==> src/rtl/wdog_pkg.sv <==
package wdog_pkg;
  typedef enum logic [1:0] {LK_IDLE, LK_HALF, LK_OPEN} lock_e;

  localparam logic [31:0] KEY_FIRST  = 32'h0000_0080;
  localparam logic [31:0] KEY_SECOND = 32'h0000_0086;

  localparam logic [2:0] OFS_RELOAD = 3'd0;
  localparam logic [2:0] OFS_PRE1   = 3'd1;
  localparam logic [2:0] OFS_PRE2   = 3'd2;
  localparam logic [2:0] OFS_CFG    = 3'd3;
  localparam logic [2:0] OFS_EN     = 3'd4;
  localparam logic [2:0] OFS_STAT   = 3'd5;

  localparam int RLD_BIT = 8;
  localparam int TMO_BIT = 9;
  localparam logic [1:0] IRQ_OFF = 2'b11;
endpackage

==> src/rtl/wdog_unlock.sv <==
module wdog_unlock
  import wdog_pkg::*;
#(
  parameter int AW = 3,
  parameter int DW = 32
) (
  input  logic          clk_i,
  input  logic          rst_ni,
  input  logic          req_i,
  input  logic          we_i,
  input  logic [AW-1:0] addr_i,
  input  logic [DW-1:0] wdata_i,
  output logic          open_o
);
  lock_e state_q;
  logic  wr_reload;

  assign wr_reload = req_i && we_i && (addr_i == AW'(OFS_RELOAD));
  assign open_o    = (state_q == LK_OPEN);

  always_ff @(posedge clk_i or negedge rst_ni) begin
    if (!rst_ni) begin
      state_q <= LK_IDLE;
    end else if (req_i) begin
      // any access off the expected path drops back to idle
      if (wr_reload && state_q != LK_OPEN && wdata_i == DW'(KEY_FIRST))
        state_q <= LK_HALF;
      else if (wr_reload && state_q == LK_HALF && wdata_i == DW'(KEY_SECOND))
        state_q <= LK_OPEN;
      else
        state_q <= LK_IDLE;
    end
  end
endmodule

==> src/rtl/wdog_prescale.sv <==
module wdog_prescale #(
  parameter int DIV_FAST = 32,
  parameter int DIV_SLOW = 32768
) (
  input  logic clk_i,
  input  logic rst_ni,
  input  logic en_i,
  input  logic fast_i,
  input  logic restart_i,
  output logic tick_o
);
  localparam int PW = (DIV_SLOW > DIV_FAST) ? $clog2(DIV_SLOW) : $clog2(DIV_FAST);

  logic [PW-1:0] pc_q;
  logic [PW-1:0] lim;

  assign lim    = fast_i ? PW'(DIV_FAST - 1) : PW'(DIV_SLOW - 1);
  assign tick_o = en_i && (pc_q == lim);

  always_ff @(posedge clk_i or negedge rst_ni) begin
    if (!rst_ni)                 pc_q <= '0;
    else if (!en_i || restart_i) pc_q <= '0;
    else if (pc_q >= lim)        pc_q <= '0;
    else                         pc_q <= pc_q + PW'(1);
  end
endmodule

==> src/rtl/wdog_stages.sv <==
module wdog_stages #(
  parameter int CNT_W = 20
) (
  input  logic             clk_i,
  input  logic             rst_ni,
  input  logic             en_i,
  input  logic             tick_i,
  input  logic             reload_i,
  input  logic             irq_allow_i,
  input  logic [CNT_W-1:0] pre1_i,
  input  logic [CNT_W-1:0] pre2_i,
  output logic [CNT_W-1:0] cnt_o,
  output logic             stage_o,
  output logic             irq_o,
  output logic             exp2_o,
  output logic             rst_pulse_o
);
  logic [CNT_W-1:0] cnt_q;
  logic             stage_q, irq_q, pulse_q;
  logic             at_zero, exp1;

  assign at_zero = (cnt_q == '0);
  assign exp1    = en_i && !reload_i && tick_i && at_zero && !stage_q;
  assign exp2_o  = en_i && !reload_i && tick_i && at_zero && stage_q;

  always_ff @(posedge clk_i or negedge rst_ni) begin
    if (!rst_ni) begin
      cnt_q   <= '0;
      stage_q <= 1'b0;
      irq_q   <= 1'b0;
      pulse_q <= 1'b0;
    end else begin
      pulse_q <= exp2_o;
      if (!en_i || reload_i) begin
        cnt_q   <= pre1_i;
        stage_q <= 1'b0;
        irq_q   <= 1'b0;
      end else if (exp1) begin
        cnt_q   <= pre2_i;
        stage_q <= 1'b1;
        if (irq_allow_i) irq_q <= 1'b1;
      end else if (exp2_o) begin
        cnt_q   <= pre1_i;
        stage_q <= 1'b0;
        irq_q   <= 1'b0;
      end else if (tick_i) begin
        cnt_q <= cnt_q - CNT_W'(1);
      end
    end
  end

  assign cnt_o       = cnt_q;
  assign stage_o     = stage_q;
  assign irq_o       = irq_q;
  assign rst_pulse_o = pulse_q;
endmodule

==> src/rtl/wdog_regs.sv <==
module wdog_regs
  import wdog_pkg::*;
#(
  parameter int AW    = 3,
  parameter int DW    = 32,
  parameter int CNT_W = 20
) (
  input  logic             clk_i,
  input  logic             rst_ni,
  input  logic             req_i,
  input  logic             we_i,
  input  logic [AW-1:0]    addr_i,
  input  logic [DW-1:0]    wdata_i,
  input  logic             open_i,
  input  logic             exp2_i,
  input  logic [CNT_W-1:0] cnt_i,
  input  logic             stage_i,
  output logic [DW-1:0]    rdata_o,
  output logic [CNT_W-1:0] pre1_o,
  output logic [CNT_W-1:0] pre2_o,
  output logic             fast_o,
  output logic [1:0]       mode_o,
  output logic             en_o,
  output logic             tmo_o,
  output logic             tmo_clr_o,
  output logic             reload_o
);
  localparam int PADW = DW - 2 - CNT_W;

  logic wr, pwr;
  logic tmo_q, en_q, fast_q;
  logic [1:0] mode_q;
  logic [CNT_W-1:0] pre1_q, pre2_q;

  assign wr        = req_i && we_i;
  assign pwr       = wr && open_i;
  assign reload_o  = pwr && (addr_i == AW'(OFS_RELOAD)) && wdata_i[RLD_BIT];
  assign tmo_clr_o = pwr && (addr_i == AW'(OFS_RELOAD)) && wdata_i[TMO_BIT];

  always_ff @(posedge clk_i or negedge rst_ni) begin
    if (!rst_ni) begin
      pre1_q <= '1;
      pre2_q <= CNT_W'(2);
    end else begin
      if (pwr && addr_i == AW'(OFS_PRE1)) pre1_q <= wdata_i[CNT_W-1:0];
      if (pwr && addr_i == AW'(OFS_PRE2)) pre2_q <= wdata_i[CNT_W-1:0];
    end
  end

  always_ff @(posedge clk_i or negedge rst_ni) begin
    if (!rst_ni) begin
      fast_q <= 1'b0;
      mode_q <= 2'b00;
      en_q   <= 1'b0;
    end else begin
      if (wr && addr_i == AW'(OFS_CFG)) begin
        fast_q <= wdata_i[0];
        mode_q <= wdata_i[2:1];
      end
      if (wr && addr_i == AW'(OFS_EN)) en_q <= wdata_i[0];
    end
  end

  // set wins over clear
  always_ff @(posedge clk_i or negedge rst_ni) begin
    if (!rst_ni)        tmo_q <= 1'b0;
    else if (exp2_i)    tmo_q <= 1'b1;
    else if (tmo_clr_o) tmo_q <= 1'b0;
  end

  always_comb begin
    rdata_o = '0;
    unique case (addr_i)
      AW'(OFS_RELOAD): rdata_o[TMO_BIT] = tmo_q;
      AW'(OFS_PRE1):   rdata_o[CNT_W-1:0] = pre1_q;
      AW'(OFS_PRE2):   rdata_o[CNT_W-1:0] = pre2_q;
      AW'(OFS_CFG):    rdata_o[2:0] = {mode_q, fast_q};
      AW'(OFS_EN):     rdata_o[0] = en_q;
      AW'(OFS_STAT):   rdata_o = {en_q, stage_i, {PADW{1'b0}}, cnt_i};
      default:         rdata_o = '0;
    endcase
  end

  logic unused_wdata;
  assign unused_wdata = ^wdata_i;

  assign pre1_o = pre1_q;
  assign pre2_o = pre2_q;
  assign fast_o = fast_q;
  assign mode_o = mode_q;
  assign en_o   = en_q;
  assign tmo_o  = tmo_q;
endmodule

==> src/rtl/twin_stage_wdog.sv <==
module twin_stage_wdog
  import wdog_pkg::*;
#(
  parameter int CNT_W    = 20,
  parameter int DIV_FAST = 32,
  parameter int DIV_SLOW = 32768
) (
  input  logic        clk_i,
  input  logic        rst_ni,
  input  logic        req_i,
  input  logic        we_i,
  input  logic [2:0]  addr_i,
  input  logic [31:0] wdata_i,
  output logic [31:0] rdata_o,
  output logic        irq_o,
  output logic        wdt_rst_o
);
  localparam int AW = 3;
  localparam int DW = 32;

  logic             lk_open, tick, exp2, reload, tmo_q, tmo_clr;
  logic             en_q, fast_q, stage_q;
  logic [1:0]       mode_q;
  logic [CNT_W-1:0] pre1_q, pre2_q, cnt_q;

  wdog_unlock #(.AW(AW), .DW(DW)) u_unlock (
    .clk_i, .rst_ni, .req_i, .we_i, .addr_i, .wdata_i, .open_o(lk_open)
  );

  wdog_regs #(.AW(AW), .DW(DW), .CNT_W(CNT_W)) u_regs (
    .clk_i, .rst_ni, .req_i, .we_i, .addr_i, .wdata_i,
    .open_i(lk_open), .exp2_i(exp2), .cnt_i(cnt_q), .stage_i(stage_q),
    .rdata_o, .pre1_o(pre1_q), .pre2_o(pre2_q), .fast_o(fast_q),
    .mode_o(mode_q), .en_o(en_q), .tmo_o(tmo_q), .tmo_clr_o(tmo_clr),
    .reload_o(reload)
  );

  wdog_prescale #(.DIV_FAST(DIV_FAST), .DIV_SLOW(DIV_SLOW)) u_pre (
    .clk_i, .rst_ni, .en_i(en_q), .fast_i(fast_q), .restart_i(reload),
    .tick_o(tick)
  );

  wdog_stages #(.CNT_W(CNT_W)) u_stages (
    .clk_i, .rst_ni, .en_i(en_q), .tick_i(tick), .reload_i(reload),
    .irq_allow_i(mode_q != IRQ_OFF), .pre1_i(pre1_q), .pre2_i(pre2_q),
    .cnt_o(cnt_q), .stage_o(stage_q), .irq_o(irq_o), .exp2_o(exp2),
    .rst_pulse_o(wdt_rst_o)
  );
endmodule

==> config.mk <==
export PLATFORM = sky130hd
export DESIGN_NAME = twin_stage_wdog
export DESIGN_NICKNAME = d
export VERILOG_FILES = /design/src/rtl/wdog_pkg.sv /design/src/rtl/wdog_unlock.sv /design/src/rtl/wdog_prescale.sv /design/src/rtl/wdog_stages.sv /design/src/rtl/wdog_regs.sv /design/src/rtl/twin_stage_wdog.sv
export SDC_FILE = /design/constraint.sdc
export NUM_CORES = 1
export LEC_CHECK = 0
export ABC_CLOCK_PERIOD_IN_PS = 4200
export BUFFER_PORTS_ARGS = -buffer_cell sky130_fd_sc_hd__buf_2
export CAP_MARGIN = 20
export CELL_PAD_IN_SITES_DETAIL_PLACEMENT = 1
export CELL_PAD_IN_SITES_GLOBAL_PLACEMENT = 2
export CORE_ASPECT_RATIO = 2
export CORE_MARGIN = 10
export CORE_UTILIZATION = 34
export CTS_CLUSTER_SIZE = 10
export DETAILED_ROUTE_END_ITERATION = 10
export PLACE_DENSITY_LB_ADDON = 0.1
export RECOVER_POWER = 25
export SLEW_MARGIN = 20
export SYNTH_ARGS = -nofsm -noshare
export SYNTH_HDL_FRONTEND = slang
export SYNTH_HIERARCHICAL = 1
export SYNTH_SLANG_ARGS = --single-unit
==> constraint.sdc <==
create_clock -name clk_i -period 4.2 [get_ports clk_i]
set_clock_uncertainty 0.1 [all_clocks]
set_input_delay 0.42 -clock clk_i [delete_from_list [all_inputs] [get_ports clk_i]]
set_output_delay 0.42 -clock clk_i [all_outputs]
set_load 0.005 [all_outputs]
==> results of run 1 <==
per-layer routing:
metal | up-vias | GRT usage (%) | routed length (um)
li1 | 2085 | - | -
met1 | 2309 | 18.16 | 6819
met2 | 84 | 36.77 | 11680
met3 | 36 | 2.581 | 491
met4 | 0 | 11.34 | 1145
met5 | - | 0 | 0
sequential cells by signal, indices dropped and copies added (netlist names):
register	count
u_regs/en_o	1
u_pre/pc_q	15
u_regs/fast_o	1
u_stages/cnt_o	20
u_unlock/state_q	2
u_stages/rst_pulse_o	1
u_regs/pre1_o	20
u_stages/stage_o	1
u_stages/irq_o	1
u_regs/mode_o	2
u_regs/pre2_o	20
u_regs/tmo_o	1
critical path, cell delays in order, from the launching register on:
cell and delay [ps]:
sky130_fd_sc_hd__dfrtp_1 530, sky130_fd_sc_hd__ha_1 400, sky130_fd_sc_hd__nand4_1 160, sky130_fd_sc_hd__nor4_2 300, sky130_fd_sc_hd__buf_4 270, sky130_fd_sc_hd__bufinv_8 240
sky130_fd_sc_hd__nor2_1 100, sky130_fd_sc_hd__buf_4 200, sky130_fd_sc_hd__nand4_2 190, sky130_fd_sc_hd__a221oi_1 340, sky130_fd_sc_hd__o21ai_1 110
stage by stage:
step	power [mW]	util (%)	instances	hold WS, ps	instance area (sq um)
finish	2.258	39.52	796	40.41	6235
global route	2.367	39.52	796	89.86	6235
CTS	2.277	39.52	796	79.23	6235
detailed placement	1.429	37.57	780	391.5	5927
global placement	1.413	37.57	780	374.8	5927
floorplan	1.248	-	542	24.41	5503
final cells by class:
| type | count | share of cell area, % |
|---|---|---|
| multi-input combinational | 411 | 49.27 |
| sequential | 85 | 34.54 |
| timing repair buffer | 74 | 6.462 |
| tap | 201 | 4.034 |
| clock buffer | 10 | 3.833 |
| clock inverter | 6 | 1.104 |
| inverter | 9 | 0.7626 |
worst paths after layout:
check                                             endpoint  slack [ps]  cells past startpoint
max reg2reg                 u_stages/cnt_o[15]$_DFFE_PN0P_        1120                     10
max in group asynchronous     u_regs/pre1_o[8]$_DFFE_PN1P_        2970                      2
min reg2reg                u_unlock/state_q[1]$_DFFE_PN0P_         400                      1
min in group clk_i                u_regs/tmo_o$_DFFE_PN0P_         200                      2
min                          u_regs/pre2_o[17]$_DFFE_PN0P_          40                      1
max                         u_stages/cnt_o[15]$_DFFE_PN0P_        1120                     10
power by group through the flow:
stage	clock (mW)	sequential (mW)	combinational, mW
CTS	0.860	0.931	0.486
finish	0.844	0.931	0.484
floorplan	0	0.920	0.328
global route	0.898	0.938	0.532
global placement	0	0.945	0.468
detailed placement	0	0.946	0.484
cells in the final DEF, fill, tap and decap left out, types with 3 or more instances in the layout:
master	count
sky130_fd_sc_hd__nand4_1	9
sky130_fd_sc_hd__or4_1	3
sky130_fd_sc_hd__inv_1	8
sky130_fd_sc_hd__nor4_4	3
sky130_fd_sc_hd__nor4_1	15
sky130_fd_sc_hd__and3_1	4
sky130_fd_sc_hd__buf_2	61
sky130_fd_sc_hd__dfrtp_1	64
sky130_fd_sc_hd__nand3_1	14
sky130_fd_sc_hd__a31oi_1	6
sky130_fd_sc_hd__conb_1	10
sky130_fd_sc_hd__nor2_1	34
sky130_fd_sc_hd__nand2_1	45
sky130_fd_sc_hd__nor2b_1	4
sky130_fd_sc_hd__mux2_2	29
sky130_fd_sc_hd__a22oi_1	18
sky130_fd_sc_hd__a221oi_1	4
sky130_fd_sc_hd__mux2i_1	14
sky130_fd_sc_hd__nand2b_1	5
sky130_fd_sc_hd__nand4_2	3
sky130_fd_sc_hd__nor3_1	8
sky130_fd_sc_hd__a21oi_1	18
sky130_fd_sc_hd__o21ai_1	19
sky130_fd_sc_hd__xnor2_1	15
sky130_fd_sc_hd__dfstp_2	21
sky130_fd_sc_hd__mux2_4	20
sky130_fd_sc_hd__o31ai_1	7
sky130_fd_sc_hd__o21ai_0	16
sky130_fd_sc_hd__ha_1	12
sky130_fd_sc_hd__and2_1	5
sky130_fd_sc_hd__o211ai_1	4
sky130_fd_sc_hd__xor2_1	7
sky130_fd_sc_hd__clkbuf_16	9
sky130_fd_sc_hd__and2b_1	3
sky130_fd_sc_hd__buf_4	13
==> out/summary.json, run 1 <==
{
  "synthesis": {
    "post_synth.cell_area_avg_sq_um": 10.26,
    "synthesis.area_sq_um": 5469,
    "postSynthCellCount": 533,
    "yosysWarnings": 6
  },
  "timing": {
    "max_freq_ghz": 0.3248,
    "report.final.hold_viol_count": 0,
    "rsz0062_at_grt": "no",
    "final_critical_path_setup_slack_ps": 1121,
    "fin_crit_ps": 3079,
    "worst_slew_margin_rel_pct": 37.95,
    "final_min_period_over_clock_period_pct": 73.30,
    "final_max_slew_viol_count": 0,
    "setup-tns-final_ps": 0,
    "setup_viol": 0,
    "tightest_slew_ps": 930.7
  },
  "grt": {
    "antenna_violations_before_repair": 0,
    "largest_net_degree_at_the_start_of_global_routing": 59,
    "via_count_of_the_first_global_routing_pass": 5034,
    "grt_first_pass_wirelength_mm": 30.82,
    "global_route.overflow_total": 0,
    "grt_use_total_pct": 19.11
  },
  "final_layout": {
    "final_layout_size_suffix_gt1_share_pct": 31.26,
    "area_growth_pct": 14.00,
    "sequential_cell_area_sq_um": 2153,
    "finish.net_count": 641,
    "n_antenna_cell": 0,
    "final.fill_count": 1838,
    "multi_input_comb_area_sq_um": 3072
  },
  "floorplanning": {
    "core_area_sq_um": 15780,
    "start_util_pct": 34.66,
    "chipHeight_um": 199.4,
    "floorplan.die_area_sq_um": 21870,
    "chip_width_um": 109.7,
    "io_pins": 73,
    "rows": 65
  },
  "power": {
    "cellInternalPower_mw": 1.508,
    "power.density_nw_per_um2": 362.2,
    "p_sw_mw": 0.7502,
    "power.switching_fraction_pct": 33.22,
    "power_frac_comb_pct": 21.4,
    "vdd_ir_drop_max_mv": 0.2017,
    "share_seq_of_total_power_pct": 41.2,
    "clkPwrFrac_pct": 37.4,
    "total_leakage_power_nw": 2.702
  },
  "detailed_routing": {
    "postRouteWirelength_mm": 20.14,
    "first_drt_iteration_drcs": 121,
    "drt-vias-per-instance": 5.671,
    "num_vias": 4514,
    "route.detailed.wl_per_inst_um": 25.30,
    "remaining_drc_errors": 0,
    "postRouteAntennaNets": 0,
    "detailedRoute.firstPassIterationCount": 4
  },
  "place": {
    "io_buffers": 62,
    "gp_routability_congestion": 0.8662,
    "hpwl_mm": 15.53,
    "post-place-ws_ps": 1117
  },
  "hold_path": {
    "worst_hold_path_type": "primary input to async pin"
  },
  "clocking": {
    "post_cts.resized_instances": 0,
    "clock_tree.buffer_depth": 2,
    "postCtsSetupRepairBufs": 0,
    "cts_tree": "done",
    "tritoncts.num_buffers": 9,
    "hold_buffers": 0,
    "clock_latency_ps": 350,
    "h-tree-depth": 3,
    "clkSlewWorstSetupHoldPaths_ps": 60,
    "cts_root_buffer": "sky130_fd_sc_hd__clkbuf_16",
    "numClockSinks": 85
  },
  "setup_path": {
    "cp-end-kind": "flip-flop",
    "worst_ep_arrival_time_ps": 3210,
    "start_kind": "flip-flop",
    "crit_type": "flip-flop to flip-flop",
    "critPathMaxFanout": 15,
    "cp.required_ps": 4330,
    "worstSetupStartpoint": "u_regs/fast_o$_DFFE_PN0P_",
    "worst_r2r_src": "u_regs/fast_o$_DFFE_PN0P_"
  },
  "job": {
    "maxCapViolCount": 0
  },
  "run_status": {
    "run_status": "finished, final reports clean"
  }
}
(Power assumes the default switching activity.)
==> run 2: changes to the inputs <==
- ABC_CLOCK_PERIOD_IN_PS: 4200 -> 2900
- clock period: 4.2 -> 2.9 ns (I/O delays scaled with it)
==> run 2 against run 1 <==
  * Sequential power rose by 44%
  * Maximum frequency rose by 11%
  * Global-route usage grew 0.74 points
  * Final area up 4.2%
  * Clock power grew 49%
  * Critical path depth decreased by 3
  * First-iteration DRC count grew 42%
  * Power rose by 48%
  * Setup slack worse by 1000 ps
  * Sequential share of layout area decreased by 1.4 points
  * Critical path type unchanged
==> out/summary.json, run 2 (same netlist as run 1, synthesis figures left out) <==
{
  "clocking": {
    "tritoncts.num_buffers": 9,
    "clock_latency_ps": 360,
    "cts_tree": "done",
    "numClockSinks": 85,
    "clkSlewWorstSetupHoldPaths_ps": 70,
    "clock_tree.buffer_depth": 2,
    "h-tree-depth": 3,
    "cts_root_buffer": "sky130_fd_sc_hd__clkbuf_16"
  },
  "grt": {
    "largest_net_degree_at_the_start_of_global_routing": 46,
    "grt_use_total_pct": 19.84,
    "antenna_violations_before_repair": 0,
    "via_count_of_the_first_global_routing_pass": 5287,
    "grt_first_pass_wirelength_mm": 31.82,
    "global_route.overflow_total": 0
  },
  "setup_path": {
    "critPathMaxFanout": 13,
    "worstSetupStartpoint": "u_regs/fast_o$_DFFE_PN0P_",
    "cell_by_cell_listing_of_the_critical_path": "ha_1 > nand4_1 > nor4_4 > bufinv_8 > or4_1 > a211o_1 > a21oi_2",
    "timing.reg2reg.setup_slack_ps": 120,
    "worst_ep_arrival_time_ps": 2970,
    "cp_top_family": "simple AND/OR/NAND/NOR gates",
    "start_kind": "flip-flop",
    "cp.buffers_inverters": 1,
    "r2r_cells": 7,
    "worst_r2r_src": "u_regs/fast_o$_DFFE_PN0P_",
    "slowest_stage": "sky130_fd_sc_hd__dfrtp_2",
    "cp-end-kind": "flip-flop",
    "timing.rr.end": "u_stages/cnt_o[12]$_DFFE_PN0P_",
    "critical-path-max-stage-delay_ps": 500,
    "setup_crit_end": "u_stages/cnt_o[12]$_DFFE_PN0P_",
    "crit_type": "flip-flop to flip-flop",
    "critical_path_depth": 7,
    "cp.required_ps": 3090
  },
  "timing": {
    "setup-tns-final_ps": 0,
    "setup_viol": 0,
    "worst_slew_margin_rel_pct": 26.14,
    "fin_crit_ps": 2784,
    "tightest_slew_ps": 1108,
    "max_freq_ghz": 0.3592,
    "final_min_period_over_clock_period_pct": 96.00,
    "final_max_slew_viol_count": 0,
    "report.final.hold_viol_count": 0,
    "rsz0062_at_grt": "no"
  },
  "detailed_routing": {
    "route.detailed.wl_per_inst_um": 25.40,
    "drt-vias-per-instance": 5.712,
    "num_vias": 4707,
    "detailedRoute.firstPassIterationCount": 4,
    "postRouteWirelength_mm": 20.93,
    "remaining_drc_errors": 0,
    "first_drt_iteration_drcs": 172,
    "postRouteAntennaNets": 0
  },
  "floorplanning": {
    "start_util_pct": 34.66,
    "chipHeight_um": 199.4,
    "core_area_sq_um": 15780,
    "io_pins": 73,
    "chip_width_um": 109.7,
    "rows": 65,
    "floorplan.die_area_sq_um": 21870
  },
  "final_layout": {
    "final_layout_size_suffix_gt1_share_pct": 33.87,
    "layout_commonest_cell": "sky130_fd_sc_hd__dfrtp_1",
    "n_antenna_cell": 0,
    "most_used_cells_in_the_layout_excluding_fill_and_tap_cells": "63 x sky130_fd_sc_hd__dfrtp_1, 58 x sky130_fd_sc_hd__buf_2, 45 x sky130_fd_sc_hd__nand2_1",
    "finish.net_count": 669,
    "area_growth_pct": 18.78,
    "layout.cells.non_filler": 824
  },
  "place": {
    "gp_routability_congestion": 0.8969,
    "io_buffers": 62,
    "numPlacedInstances": 804,
    "hpwl_mm": 16.32
  },
  "job": {
    "maxCapViolCount": 0
  },
  "hold_path": {
    "worst_hold_path_type": "primary input to flip-flop"
  },
  "run_status": {
    "run_status": "finished, final reports clean"
  },
  "power": {
    "total_leakage_power_nw": 2.842,
    "power.density_nw_per_um2": 515.9,
    "vdd_ir_drop_max_mv": 0.2683
  }
}
[run 2: changes by cell type in the layout (fill, tap and decap cells not counted), sizes merged]
cell         delta
buf            +21
clkbuf          +5
dlygate4sd3     +1
inv             +2
clkinv          -1
[run 2: through the flow]
step / area [sq um] / util [%] / power [mW] / hold slack, ps / setup WS [ps]
finish: 6496 / 41.17 / 3.352 / 73.34 / 116.1
global route: 6496 / 41.17 / 3.521 / 80.95 / 11.50
CTS: 6459 / 40.94 / 3.387 / 65.58 / 0.01199
detailed placement: 6132 / 38.87 / 2.105 / 218.6 / 9.344
global placement: 6132 / 38.87 / 2.090 / 214.7 / 72.54
floorplan: 5509 / - / 1.808 / -105.6 / 139.8
[run 2: cell type report]
cell class / count / area [sq um]
clock buffers: 9 / 225.2
clock inverters: 7 / 88.84
fillers: 1811 / 9281
inverters: 9 / 47.55
multi-input cells: 411 / 3102
flip-flops and latches: 85 / 2155
well taps: 201 / 251.5
repair buffers: 102 / 626.9
[run 2: timing repair]
| action | CTS | global route |
|---|---|---|
| buffers inserted | 0 | 3 |
| cloned | 0 | 0 |
| resized for setup | 1 | 5 |
| hold buffers | 1 | 0 |
| hold endpoints to repair | 27 | 0 |
| pin swaps | 0 | 2 |
| setup endpoints to repair | 1 | 14 |
[run 2: worst min path at each step]
stage | from | end | slack, ps | cells after the start
after floorplan | rst_ni | u_pre/pc_q[0]$_DFF_PN0_ | -110 | 0
after global placement | rst_ni | u_regs/pre2_o[17]$_DFFE_PN0P_ | 210 | 1
after detailed placement | rst_ni | u_regs/pre2_o[17]$_DFFE_PN0P_ | 220 | 1
after CTS | wdata_i[9] | u_regs/tmo_o$_DFFE_PN0P_ | 70 | 2
after global routing | wdata_i[9] | u_regs/tmo_o$_DFFE_PN0P_ | 80 | 2
final | wdata_i[9] | u_regs/tmo_o$_DFFE_PN0P_ | 70 | 2
[run 2: report_power, final]
group | switching (mW) | internal, mW
registers | 0.0963 | 1.24
logic | 0.471 | 0.285
clock network | 0.572 | 0.689
[run 2: per-layer routing]
metal,wire length [um],global-route usage [%]
met5,0,0
met3,601,3.033
met2,11930,36.68
met4,1592,15.94
met1,6804,18.29
==> run 3: changes to the inputs <==
- PLACE_DENSITY_LB_ADDON: 0.1 -> 0.15
==> run 3 against run 2 <==
  * The flow now finishes with violations (max-capacitance violations, max-slew violations)
  * Maximum frequency shrank 0.66%
  * Global-route usage decreased by 0.32 points
  * Combinational power down 2%
  * Register-to-register slack lost 20 ps
  * Sequential share of layout area grew 0.090 points
  * Largest power group unchanged
  * Final area down 0.27%
  * Power is 0.36% higher
  * Setup slack got worse by 18 ps
  * Clock power about the same
  * Sequential power hardly changed
  * First-iteration DRC count down 11%
  * Final cell count is 0.36% lower
==> out/summary.json, run 3 (same netlist as run 1, synthesis figures left out) <==
{
  "setup_path": {
    "critPathMaxFanout": 13,
    "crit_type": "flip-flop to flip-flop",
    "worst_ep_arrival_time_ps": 2930,
    "start_kind": "flip-flop",
    "cp.required_ps": 3030,
    "cp-end-kind": "flip-flop"
  },
  "floorplanning": {
    "core_area_sq_um": 15780,
    "rows": 65,
    "floorplan.die_area_sq_um": 21870,
    "chipHeight_um": 199.4,
    "chip_width_um": 109.7,
    "start_util_pct": 34.66,
    "io_pins": 73
  },
  "power": {
    "p_sw_mw": 1.076,
    "vdd_ir_drop_max_mv": 0.2799,
    "power.switching_fraction_pct": 31.98,
    "total_leakage_power_nw": 2.832,
    "share_seq_of_total_power_pct": 40.1,
    "power.density_nw_per_um2": 519.2,
    "power_frac_comb_pct": 22.1,
    "clkPwrFrac_pct": 37.8,
    "p_total_mw": 3.364,
    "cellInternalPower_mw": 2.288
  },
  "detailed_routing": {
    "remaining_drc_errors": 0,
    "postRouteAntennaNets": 0,
    "drt-vias-per-instance": 5.755,
    "first_drt_iteration_drcs": 153,
    "num_vias": 4725,
    "postRouteWirelength_mm": 20.51,
    "route.detailed.wl_per_inst_um": 24.98,
    "detailedRoute.firstPassIterationCount": 4
  },
  "timing": {
    "final_max_slew_viol_count": 36,
    "final_min_period_over_clock_period_pct": 96.63,
    "max_freq_ghz": 0.3569,
    "tightest_slew_ps": 2071,
    "setup_viol": 0,
    "report.final.hold_viol_count": 0,
    "whs_ps": 96.03,
    "fin_crit_ps": 2802,
    "worst_slew_margin_rel_pct": -38.09
  },
  "place": {
    "hpwl_mm": 16.09,
    "placedInstanceArea_sq_um": 6132,
    "io_buffers": 62,
    "gp_routability_congestion": 0.8696,
    "numPlacedInstances": 804
  },
  "final_layout": {
    "n_antenna_cell": 0,
    "most_used_cells_in_the_layout_excluding_fill_and_tap_cells": "63 x sky130_fd_sc_hd__dfrtp_1, 58 x sky130_fd_sc_hd__buf_2, 45 x sky130_fd_sc_hd__nand2_1",
    "final.fill_count": 1842,
    "layout_commonest_cell": "sky130_fd_sc_hd__dfrtp_1",
    "area_growth_pct": 18.46,
    "final_layout_size_suffix_gt1_share_pct": 33.23,
    "finish.net_count": 666,
    "layout.cells.non_filler": 821,
    "fin_area_sq_um": 6479
  },
  "clocking": {
    "clock_latency_ps": 350,
    "clock_tree.buffer_depth": 2,
    "tritoncts.num_buffers": 9,
    "clkSlewWorstSetupHoldPaths_ps": 70,
    "cts_tree": "done",
    "postCtsSetupRepairBufs": 0,
    "numClockSinks": 85,
    "h-tree-depth": 3,
    "cts_root_buffer": "sky130_fd_sc_hd__clkbuf_16"
  },
  "job": {
    "maxCapViolCount": 1
  },
  "grt": {
    "grt_use_total_pct": 19.52,
    "largest_net_degree_at_the_start_of_global_routing": 51,
    "antenna_violations_before_repair": 0,
    "via_count_of_the_first_global_routing_pass": 5446,
    "grt_first_pass_wirelength_mm": 31.77,
    "global_route.overflow_total": 0
  },
  "run_status": {
    "run_status": "complete, but fails checks",
    "failed_checks": "max-capacitance violations, max-slew violations"
  },
  "hold_path": {
    "worst_hold_path_type": "primary input to flip-flop"
  }
}
run 3: area by class of cell:
type	count	area (sq um)	area share, %
Timing Repair Buffer	99	610.6	9.424
Clock inverter	5	85.08	1.313
Tap cell	201	251.5	3.882
Multi-Input combinational cell	411	3097	47.80
Inverter	9	47.55	0.7339
Clock buffer	11	232.7	3.592
Sequential cell	85	2155	33.26
run 3: power groups by stage:
stage / Combinational [mW] / Sequential [mW] / Clock, mW
after detailed placement: 0.741 / 1.37 / 0
after global routing: 0.816 / 1.36 / 1.35
after CTS: 0.747 / 1.35 / 1.30
after global placement: 0.724 / 1.37 / 0
final: 0.743 / 1.35 / 1.27
after floorplan: 0.476 / 1.33 / 0
run 3: critical path, stage by stage, from the launching register on:
cell,delay [ps]
sky130_fd_sc_hd__dfrtp_2,510
sky130_fd_sc_hd__ha_1,360
sky130_fd_sc_hd__nand4_1,180
sky130_fd_sc_hd__nor4_4,370
sky130_fd_sc_hd__bufinv_8,270
sky130_fd_sc_hd__nor2_1,230
sky130_fd_sc_hd__nand4_4,200
sky130_fd_sc_hd__a221oi_1,340
sky130_fd_sc_hd__o21ai_1,110
run 3: repair_timing:
action | 4_1_cts | 5_1_grt
hold buffers | 1 | 0
resized for setup | 3 | 2
endpoints found under the setup margin | 4 | 4
pin swaps | 0 | 1
endpoints found under the hold margin | 22 | 0
run 3: path summary, 6_finish.rpt:
kind,startpoint,slack (ps),cells after the start,endpoint
setup / recovery,u_regs/fast_o$_DFFE_PN0P_,100,8,u_stages/cnt_o[15]$_DFFE_PN0P_
hold / removal,wdata_i[9],100,2,u_regs/tmo_o$_DFFE_PN0P_
setup reg to reg,u_regs/fast_o$_DFFE_PN0P_,100,8,u_stages/cnt_o[15]$_DFFE_PN0P_
hold reg to reg,u_unlock/state_q[1]$_DFFE_PN0P_,400,1,u_unlock/state_q[1]$_DFFE_PN0P_
max in group asynchronous,rst_ni,530,3,u_regs/pre1_o[8]$_DFFE_PN1P_
min in group asynchronous,rst_ni,980,2,u_regs/pre2_o[7]$_DFFE_PN0P_
run 3: layer usage:
layer,GRT usage (%),routed length [um]
met1,17.33,6426
met2,38.28,12060
met3,2.840,599
met4,12.74,1418
met5,0,0
run 3: stage by stage:
| stage | TNS, ps | setup WS, ps | util (%) |
|---|---|---|---|
| 3_5_place_dp | -181.4 | -75.79 | 38.87 |
| 2_1_floorplan | 0 | 139.8 | - |
| 6_report | 0 | 97.78 | 41.06 |
| 3_3_place_gp | 0 | 28.39 | 38.87 |
| 5_1_grt | -2.474 | -2.474 | 41.06 |
| 4_1_cts | 0 | 71.79 | 41.02 |
